===== src/rtl/frac_baud_gen.sv =====
module frac_baud_gen #(
  parameter int INT_W  = 16,
  parameter int FRAC_W = 6
) (
  input  logic              clk,
  input  logic              rst_n,
  input  logic              en,
  input  logic [INT_W-1:0]  div_int,
  input  logic [FRAC_W-1:0] div_frac,
  output logic              tick
);

  logic              running;
  logic [INT_W-1:0]  cnt;
  logic [FRAC_W-1:0] acc;

  logic [FRAC_W:0]   acc_sum;
  logic [INT_W-1:0]  len_m1;
  logic              boundary;
  logic              legal;

  assign acc_sum  = {1'b0, acc} + {1'b0, div_frac};
  assign len_m1   = div_int + INT_W'(acc_sum[FRAC_W]) - INT_W'(1);
  assign tick     = running && (cnt == '0);
  assign boundary = !running || tick;
  assign legal    = (div_int != '0);

  always_ff @(posedge clk) begin
    if (!rst_n || !en) begin
      running <= 1'b0;
      cnt     <= '0;
      acc     <= '0;
    end else if (boundary) begin
      if (legal) begin
        running <= 1'b1;
        cnt     <= len_m1;
        acc     <= acc_sum[FRAC_W-1:0];
      end else begin
        running <= 1'b0;
        cnt     <= '0;
        acc     <= '0;
      end
    end else begin
      cnt <= cnt - INT_W'(1);
    end
  end

  p_idle_r7: assert property (@(posedge clk) disable iff (!rst_n)
    !en |=> !tick);

  p_zero_stops_r6: assert property (@(posedge clk) disable iff (!rst_n)
    (tick && div_int == '0) |=> !tick);

  p_every_cycle_r5: assert property (@(posedge clk) disable iff (!rst_n)
    (tick && en && div_int == INT_W'(1) && div_frac == '0) |=> tick);

  p_no_truncate_r8: assert property (@(posedge clk) disable iff (!rst_n)
    (running && !tick && en) |=> (cnt == $past(cnt) - INT_W'(1)));

  p_single_pulse_r9: assert property (@(posedge clk) disable iff (!rst_n)
    (tick && en && div_int > INT_W'(1)) |=> !tick);

  p_no_carry_r2: assert property (@(posedge clk) disable iff (!rst_n)
    (tick && en && div_frac == '0) |=> $stable(acc));

endmodule


===== config.mk =====
export PLATFORM = sky130hd
export DESIGN_NAME = frac_baud_gen
export DESIGN_NICKNAME = d
export VERILOG_FILES = /design/src/rtl/frac_baud_gen.sv
export SDC_FILE = /design/constraint.sdc
export NUM_CORES = 1
export LEC_CHECK = 0
export ABC_AREA = 1
export BUFFER_PORTS_ARGS = -buffer_cell sky130_fd_sc_hd__buf_2
export CAP_MARGIN = 20
export CORE_MARGIN = 2
export CORE_UTILIZATION = 50
export DETAILED_ROUTE_END_ITERATION = 16
export PLACE_DENSITY_LB_ADDON = 0.1
export SLEW_MARGIN = 20
export SYNTH_ARGS = -nofsm -noshare
export SYNTH_HDL_FRONTEND = slang
export SYNTH_SLANG_ARGS = --single-unit

===== constraint.sdc =====
create_clock -name clk -period 7.3 [get_ports clk]
set_input_delay 0.73 -clock clk [delete_from_list [all_inputs] [get_ports clk]]
set_output_delay 0.73 -clock clk [all_outputs]
set_load 0.02 [all_outputs]

Yosys cells after proc, flatten, opt, wreduce, memory -nomap -nowiden
Cells that the tools add are included.
- bits in registers: 23
- bits in latches: 0
- memory bits (writable): 0
- memory bits (read-only): 0
- bits of input ports: 25
- output and inout bits: 1
- logic and storage cells: 19
- memories: 0
- add/subtract/negate cells: 4
- $mul: 0
- div/mod/pow operators: 0
- magnitude comparators: 0
- equal/unequal tests: 0
- shift-type cells: 0
- muxes and demuxes: 4
- bitwise gates (word level): 0
- reduce and logical (&&, ||, !) cells: 8
- operators by type and width (cell ; number):
    $mux 16 ; 2
    $sub 16x1->16 const B ; 2
    $add 16x1->16 ; 1
    $logic_not 16->1 ; 1
    $reduce_bool 16->1 ; 1
    $add 6x6->7 ; 1
    $mux 6 ; 1
    $logic_not 1->1 ; 3
    $logic_or 1x1->1 ; 2
    $logic_and 1x1->1 ; 1
    $mux 1 ; 1

Logic depth before layout (Yosys ltp)
Gate-level depths: netlist of run 1.
- depth after elaboration: 5
- mapped depth: 17
- mapped depth without buffers: 17

Worst setup path before layout of run 1
OpenSTA, ideal clock, no wires.
- kind: in2reg
- start: input div_frac[0]
- end: register cnt[14]
- setup time: 0.137 ns
- arrival: 2.683 ns
- data required time: 7.163 ns
- slack: 4.481 ns
- stages on the path: 16
- path buffers: 0
- path through: ha_1 -> fa_1 -> nand3_1 -> nand2_1 -> nand2_1 -> nand2_1 -> a21oi_1 -> ha_1 -> ha_1 -> nand2_1 -> nor2_1 -> nand3_1 -> nand2_1 -> nand2_1 -> nand2_1 -> a21oi_1
- cells in the longest elaborated chain, start to end: 5
- RTL lines (element ; line ; RTL):
    start: declaration ; 9 ; input logic [FRAC_W-1:0] div_frac,
    $add 6x6->7 ; 22 ; assign acc_sum = {1'b0, acc} + {1'b0, div_frac};
    $add 16x1->16 ; 23 ; assign len_m1 = div_int + INT_W'(acc_sum[FRAC_W]) - INT_W'(1);
    $sub 16x1->16 ; 23 ;
    $mux 16 ; 34 ; if (legal) begin
    $mux 16 ; 33 ; end else if (boundary) begin
    end signal: assignment ; 36 ; cnt <= len_m1;
    end signal: assignment ; 44 ; cnt <= cnt - INT_W'(1);
    end: declaration ; 14 ; logic [INT_W-1:0] cnt;
Every way passes these cells.
A chain may end at the register's enable or synchronous reset.

Worst setup path after layout of run 1
Same ends and word-level chain as after synthesis.

==> results of run 1 <==
power by group through the flow:
stage	Combinational [mW]	Clock, mW	Sequential (mW)
2_1_floorplan	0.0986	0	0.142
3_3_place_gp	0.123	0	0.143
3_5_place_dp	0.124	0	0.143
4_1_cts	0.125	0.0818	0.140
5_1_grt	0.144	0.0888	0.141
6_report	0.125	0.0795	0.140
worst register-to-register path: stages (launching register included):
cell and delay, ps:
dfxtp_1 330, ha_1 210, fa_1 410, nand3_1 130
nand2_1 60, nand2_1 70, nand2_1 50, a21oi_1 120
ha_1 180, ha_1 180, nand2_1 120, nor2_1 270
nand3_1 110, nand2_1 70, nand2_1 50, nand2_1 60
a21oi_1 50
registers in the layout, summed over array words and instances (netlist names):
| signal | count |
|---|---|
| acc | 6 |
| cnt | 16 |
| running | 1 |
worst max-delay path by stage:
stage                            from      end  slack (ps)  cells past startpoint
after detailed placement  div_frac[0]  cnt[14]        4140                     17
after floorplan           div_frac[0]  cnt[14]        4480                     16
after global placement    div_frac[0]  cnt[14]        4190                     17
final                     div_frac[0]  cnt[14]        4430                     17
after CTS                 div_frac[0]  cnt[14]        4420                     17
after global routing      div_frac[0]  cnt[10]        4120                     16
through the flow:
stage                     setup slack [ps]  hold slack, ps  cells
after global routing                  4123           488.4    384
final                                 4432           475.7    384
after detailed placement              4138           464.0    380
after CTS                             4418           477.7    384
after floorplan                       4481           447.3    311
after global placement                4190           461.2    380
per-layer routing:
layer  routed length (µm)  track usage [%]  vias up
li1                     -                -     1027
met1                 2275            31.81      802
met2                 1791            33.75       39
met3                   94           0.6814        7
met4                   76            7.908        0
met5                    0                0        -
cells by family (layout without fill, tap and decap cells):
group / after synthesis / count (layout) / share of synthesized area (%)
AND/OR/NAND/NOR: 195 / 195 / 44.84
buffers and inverters: 42 / 67 / 9.420
AO/OA/AOI/OAI: 28 / 28 / 9.290
flip-flops: 23 / 23 / 23.74
XOR/XNOR: 13 / 13 / 5.871
adder cells (fa/ha/maj): 10 / 10 / 6.839
cell usage in the layout, fill, tap and decap left out, types with 2 or more instances in the layout:
cell,n
nand2_1,87
nor2_1,50
inv_1,36
buf_2,25
nand3_1,23
dfxtp_1,23
a21oi_1,14
nand2_2,13
xor2_1,11
a21oi_2,10
ha_1,9
nand4_1,8
nand3b_1,4
nor2_2,3
o21ai_0,3
clkbuf_8,3
nand2_4,2
xnor2_1,2
or2_2,2
final cells by class:
class | instances | area [µm²]
tap | 48 | 60.06
fill | 391 | 1553
clock buffer | 3 | 41.29
sequential | 23 | 460.4
multi-input combinational | 246 | 1296
inverter | 38 | 147.6
clock inverter | 1 | 5.005
timing repair buffer | 25 | 125.1
==> reports/summary.txt, run 1 <==
Outcome = completed
Die X = 66.28 µm
Final WL = 4237 µm
Number of antenna violations at the first check in global routing = 0
Die extent in y = 66.28 µm
Final Cell Area = 0.002136 mm²
Clock transition at path regs = 80 ps
Routability cong. = 0.8525
Critical path buffers and inverters = 1
Sw frac = 36.77%
Final core occ = 57.90%
Min-Delay Path Class = reg2reg
Least-Margin Pin Slew = 1020 ps
GRT Resource Usage Total = 21.72%
Final Hold Fails = 0
Fmax = 348.7 MHz
First-pass GRT wire length = 7521 µm
Worst Hold Depth = 2
Skew final = 5.337 ps
Most used cell along the critical path = nand2_1
# setup viols final = 0
Reg2reg start = acc[0]
Internal power = 0.2181 mW
Later-pin clock latency in the skew report = 270 ps
WL per Instance = 11.03 µm
Number of synthesized flops with an enable pin = 0
Antenna fix cells = 0
Crit path max fanout = 5
WS Path Type = in2reg
First DRT Iteration DRCs = 84
Comb power frac = 36.3%
Via count = 1875
Synth-to-Final Area Change = 10.13%
Final nets = 372
GR Overflow Total = 0
Cell Pwr Density = 161.5 mW/mm²
Switch Pwr = 0.1269 mW
Tot Pwr = 0.3450 mW
Post-DRT Antenna Nets = 0
Hold buffer count at cts = 0
TritonCTS clock tree = yes
RSZ-0062 raised after global routing = no
Post-synth top area cell = dfxtp_1
Final HPWL DP = 3439 µm
Synth Net Count = 346
Setup TNS = 0 ps
Min-Delay Startpoint = acc[4]
Min Tclk post-route = 2868 ps
Top-count cell post-synth = nand2_1
Clock network power share = 23.0%
Sequential area share after synthesis = 23.74%
Die area = 0.004393 mm²
Setup bufs post-CTS = 0
Initial Util = 52.58%
Worst IR drop on VDD = 0.06782 mV
FFs w/ async S/R, synth = 0%
Core area = 0.003689 mm²
Post-Syn Area per Cell = 6.236 µm²
Slew margin rel. = 31.81%
RR Endpoint = cnt[14]
Row cnt = 22
Synth Flop Type = dfxtp_1
Total of max-cap violations = 0
R2R depth = 16
Area post-placement = 0.002090 mm²
Distinct cells, synth = 27
Cell area after synthesis = 0.001939 mm²
Most area-consuming cells after synthesis = dfxtp_1 (24%), nand2_1 (17%), nor2_1 (9.7%), inv_1 (7.0%), nand3_1 (5.9%)
First drt pass iteration count = 4
Final Max Slew Viols = 0
WP data required = 7410 ps
YS warnings = 0
Cells after Synth = 311
Reg2Reg Setup Slack = 4670 ps
CTS H-tree lvls = 1
Seq pwr share = 40.7%
Layout cells sized above 1 = 18.45%
Largest net degree at the start of global routing = 24
Startpoint types = input port
Number of global-route vias before repair = 1766
Ports = 26
Tcrit/Tclk final = 39.28%
Clk buf depth = 2
Port Buffers = 25
DRC = 0
Clock Tree Root = clkbuf_8
Worst-path cell chain = buf_2 -> ha_1 -> fa_1 -> nand3_1 -> nand2_1 -> nand2_1 -> nand2_1 -> a21oi_1 -> ha_1 -> ha_1 -> nand2_1 -> nor2_1 -> nand3_1 -> nand2_1 -> nand2_1 -> nand2_1 -> a21oi_1
Total CTS buffers = 3
CP Capture Type = register
CP max stage delay = 410 ps
Crit path DAT = 2980 ps
Top cells by count, synth = nand2_1 (87), nor2_1 (50), inv_1 (36)
Slowest-stage cell, CP = fa_1
Synth top area share = 23.74%
CP delay by family, top = adder cells
P_leak = 1.096 nW
Clk sinks = 23
Resize count post-CTS = 0
Hold path endpoint = acc[4]
Yosys reg bits = 23
Number of vias per cell = 4.883
No activity file was read; power rests on OpenSTA's default activity.
==> inputs of run 2 (changes only) <==
--- a/config.mk
+++ b/config.mk
@@ -5,7 +5,7 @@
 export SDC_FILE = /design/constraint.sdc
 export NUM_CORES = 1
 export LEC_CHECK = 0
-export ABC_AREA = 1
+export ABC_AREA = 0
 export BUFFER_PORTS_ARGS = -buffer_cell sky130_fd_sc_hd__buf_2
 export CAP_MARGIN = 20
 export CORE_MARGIN = 2
==> constraint.sdc (replaced) <==
create_clock -name clk -period 2.89 [get_ports clk]
set_input_delay 0.289 -clock clk [delete_from_list [all_inputs] [get_ports clk]]
set_output_delay 0.289 -clock clk [all_outputs]
set_load 0.02 [all_outputs]
==> run 2 against run 1 <==
  * The run now ends with negative setup slack left
  * Worst setup slack got worse by 4700 ps
  * Worst hold slack worse by 200 ps
  * Area after synthesis fell by 11%
  * Utilization up 7.4 points
  * Via count decreased by 12%
  * Sequential share of layout area is 0.22 points lower
  * Largest power group unchanged
  * Highest routed layer unchanged
==> reports/summary.txt, run 2 <==
Row cnt = 21 (was 22)
Post-DRT Antenna Nets = 0 (unchanged)
Max reg flops = 16 (unchanged)
Setup ws final = -246.0 ps (was 4432 ps)
Largest net degree at the start of global routing = 23 (was 24)
Clock Tree Root = clkbuf_4 (was clkbuf_8)
Cells after Synth = 198 (was 311)
Slew margin rel. = 43.39% (was 31.81%)
Critical path origin = acc[0] (was div_frac[0])
Clk sinks = 23 (unchanged)
Later-pin clock latency in the skew report = 320 ps (was 270 ps)
Clk buf depth = 2 (unchanged)
Internal power = 0.5429 mW (was 0.2181 mW)
Most common cell after layout, fill and taps aside = nor2_1 (was nand2_1)
Final Max Slew Viols = 0 (unchanged)
Skew final = 5.423 ps (was 5.337 ps)
Tcrit/Tclk final = 108.5%
Synth-to-Final Area Change = 25.84% (was 10.13%)
RR Endpoint = cnt[12] (was cnt[14])
Hold buffer count at cts = 0 (unchanged)
FFs w/ async S/R, synth = 0% (unchanged)
Comb power frac = 38.6% (was 36.3%)
YS warnings = 0 (unchanged)
Cell area after synthesis = 0.001719 mm² (was 0.001939 mm²)
Area post-placement = 0.001996 mm² (was 0.002090 mm²)
Number of global-route vias before repair = 1585 (was 1766)
WP data required = 3110 ps (was 7410 ps)
Synth top area share = 26.78% (was 23.74%)
Most used cell along the critical path = nand2_1 (unchanged)
Die X = 62.64 µm (was 66.28 µm)
Fillers = 297 (was 391)
Reg2Reg Setup Slack = -250 ps (was 4670 ps)
Synth Flop Type = dfxtp_1 (unchanged)
Number of vias per cell = 5.740 (was 4.883)
Routability cong. = 0.8681 (was 0.8525)
Slowest-stage cell, CP = or4b_4 (was fa_1)
Seq pwr share = 43.0% (was 40.7%)
First-pass GRT wire length = 7265 µm (was 7521 µm)
R2R depth = 14 (was 16)
Number of synthesized flops with an enable pin = 0 (unchanged)
Startpoint types = register (was input port)
Synth Net Count = 233 (was 346)
Multi-input logic area = 0.001300 mm² (was 0.001296 mm²)
GRT Resource Usage Total = 23.07% (was 21.72%)
RSZ-0062 raised after global routing = yes (was no)
Post-Syn Area per Cell = 8.683 µm² (was 6.236 µm²)
Commonest non-fill, non-tap cells in the layout = nor2_1 (27), buf_2 (25), dfxtp_1 (22) (was nand2_1 (87), nor2_1 (50), inv_1 (36))
Failing checks = negative setup slack
Crit path max fanout = 4 (was 5)
CTS H-tree lvls = 1 (unchanged)
Most area-consuming cells after synthesis = dfxtp_1 (27%), xor2_1 (6.6%), a22oi_1 (6.6%), ha_1 (6.6%), nor2_1 (6.1%) (was dfxtp_1 (24%), nand2_1 (17%), nor2_1 (9.7%), inv_1 (7.0%), nand3_1 (5.9%))
Total CTS buffers = 3 (unchanged)
Die area = 0.003923 mm² (was 0.004393 mm²)
CP max stage delay = 490 ps (was 410 ps)
First DRT Iteration DRCs = 98 (was 84)
Antenna fix cells = 0 (unchanged)
Clock network power share = 18.4% (was 23.0%)
Min-Delay Path Class = in2reg (was reg2reg)
Final HPWL DP = 3292 µm (was 3439 µm)
WS Path Type = reg2reg (was in2reg)
TritonCTS clock tree = yes (unchanged)
Least-Margin Pin Slew = 849.2 ps (was 1020 ps)
DRC = 0 (unchanged)
Worst Setup EP = cnt[12] (was cnt[14])
Fmax = 318.9 MHz
Top cells by count, synth = nor2_1 (28), dfxtp_1 (23), a22oi_1 (15) (was nand2_1 (87), nor2_1 (50), inv_1 (36))
Switch Pwr = 0.2976 mW (was 0.1269 mW)
Final Hold Fails = 0 (unchanged)
Register name with the most flops = cnt (unchanged)
Yosys reg bits = 23 (unchanged)
Cell Pwr Density = 388.5 mW/mm² (was 161.5 mW/mm²)
Final nets = 278 (was 372)
Ports = 26 (unchanged)
Initial Util = 51.93% (was 52.58%)
Critical path buffers and inverters = 0 (was 1)
Reg2reg start = acc[0] (unchanged)
Die extent in y = 62.64 µm (was 66.28 µm)
Number of antenna violations at the first check in global routing = 0 (unchanged)
Register area = 461.7 µm² (was 460.4 µm²)
Sw frac = 35.41% (was 36.77%)
Clock transition at path regs = 140 ps (was 80 ps)
Port Buffers = 25 (unchanged)
# setup viols final = 5 (was 0)
Distinct cells, synth = 52 (was 27)
Total of max-cap violations = 0 (unchanged)
P_leak = 0.9584 nW (was 1.096 nW)
Sequential area share after synthesis = 26.78% (was 23.74%)
Post-synth top area cell = dfxtp_1 (unchanged)
CP delay by family, top = simple AND/OR/NAND/NOR gates (was adder cells)
WL per Instance = 15.36 µm (was 11.03 µm)
CP Capture Type = register (unchanged)
Worst IR drop on VDD = 0.2388 mV (was 0.06782 mV)
First drt pass iteration count = 4 (unchanged)
Final Cell Area = 0.002163 mm² (was 0.002136 mm²)
Hold Slack = 276.6 ps (was 475.7 ps)
Worst-path cell chain = ha_4 -> fa_2 -> a21o_1 -> a21o_1 -> nand2_1 -> nand2_1 -> a21oi_2 -> ha_2 -> ha_4 -> or4b_4 -> nor3_4 -> nand2_1 -> mux2i_2 -> a221oi_2 (was buf_2 -> ha_1 -> fa_1 -> nand3_1 -> nand2_1 -> nand2_1 -> nand2_1 -> a21oi_1 -> ha_1 -> ha_1 -> nand2_1 -> nor2_1 -> nand3_1 -> nand2_1 -> nand2_1 -> nand2_1 -> a21oi_1)
Outcome = complete, but fails checks (was completed)
Core area = 0.003311 mm² (was 0.003689 mm²)
Via count = 1653 (was 1875)
Min Tclk post-route = 3136 ps
GR Overflow Total = 0 (unchanged)
Cell depth of the worst setup path = 14 (was 17)
Final WL = 4424 µm (was 4237 µm)
Layout cells sized above 1 = 31.40% (was 18.45%)
Crit path DAT = 3360 ps (was 2980 ps)
Post-Place Setup Slack = -401.3 ps (was 4138 ps)
Biggest regs = cnt (16), acc (6), running (1) (unchanged)
Top-count cell post-synth = nor2_1 (was nand2_1)
## run 2: changes by cell type in the layout (fill, tap and decap cells not counted), sizes merged, moves of 5 or more
cell   change
nand2     -90
a22oi     +16
nor2      -25
nor3       +7
nand3     -19
xnor2      +9
a21oi     -19
buf       +20
inv       -29
nand4      -5
nor4       +8
## run 2: timing repair
action / CTS / global route
pin swaps: 16 / 12
gates resized for setup: 6 / 11
endpoints found under the setup margin: 5 / 11
setup buffers: 5 / 3
## run 2: logic make-up (layout without fill, tap and decap cells)
| logic type | after synthesis | count (layout) | synth area share [%] |
|---|---|---|---|
| multiplexers | 3 | 3 | 1.747 |
| AO/OA/AOI/OAI | 42 | 42 | 18.05 |
| XOR/XNOR | 24 | 24 | 12.23 |
| buffers and inverters | 14 | 58 | 3.566 |
| flip-flops | 23 | 23 | 26.78 |
| AND/OR/NAND/NOR | 82 | 82 | 29.91 |
| adder cells (fa/ha/maj) | 10 | 10 | 7.715 |
## run 2: layer usage
layer / routed length (µm) / vias up / track usage (%) / part of all wire, %
met5: 0 / - / 0 / 0
met4: 96 / 0 / 6.944 / 2.2
met3: 94 / 11 / 2.883 / 2.1
met2: 2356 / 24 / 43.68 / 53
met1: 1877 / 794 / 26.82 / 42
li1: - / 824 / - / -
## run 2: metrics by stage
step / power [mW] / instances / setup TNS [ps] / utilization [%]
3_3_place_gp: 0.6579 / 276 / -1408 / 60.28
4_1_cts: 0.8325 / 285 / -907.5 / 63.23
5_1_grt: 0.8967 / 288 / -1769 / 65.34
2_1_floorplan: 0.5815 / 198 / -320.3 / -
6_report: 0.8404 / 288 / -1026 / 65.34
3_5_place_dp: 0.6694 / 276 / -1698 / 60.28
## run 2: worst min-delay path by stage
stage	startpoint	to	depth (start not counted)
2_1_floorplan	en	cnt[12]	2
3_3_place_gp	acc[3]	acc[3]	2
3_5_place_dp	acc[5]	acc[5]	2
4_1_cts	en	cnt[15]	3
5_1_grt	en	cnt[13]	3
6_report	en	cnt[15]	3
## run 2: power by group through the flow
stage	clock network [mW]	registers, mW	logic, mW
floorplan	0	0.363	0.218
global placement	0	0.366	0.292
detailed placement	0	0.368	0.301
CTS	0.159	0.361	0.313
global route	0.173	0.365	0.359
finish	0.155	0.361	0.324
## run 2: cell type report
| type | instances | share of cell area, % |
|---|---|---|
| multi-input cells | 161 | 60.09 |
| repair buffers | 45 | 13.07 |
| clock inverters | 1 | 0.2313 |
| inverters | 9 | 1.562 |
| clock buffers | 3 | 1.041 |
| well taps | 46 | 2.661 |
| flip-flops and latches | 23 | 21.34 |
## run 2: tightest hold or removal path, delay by kind of cell
family | cells | cell delay (ps)
buffers and inverters | 1 | 110
AND/OR/NAND/NOR | 1 | 80
AO/OA/AOI/OAI | 1 | 70
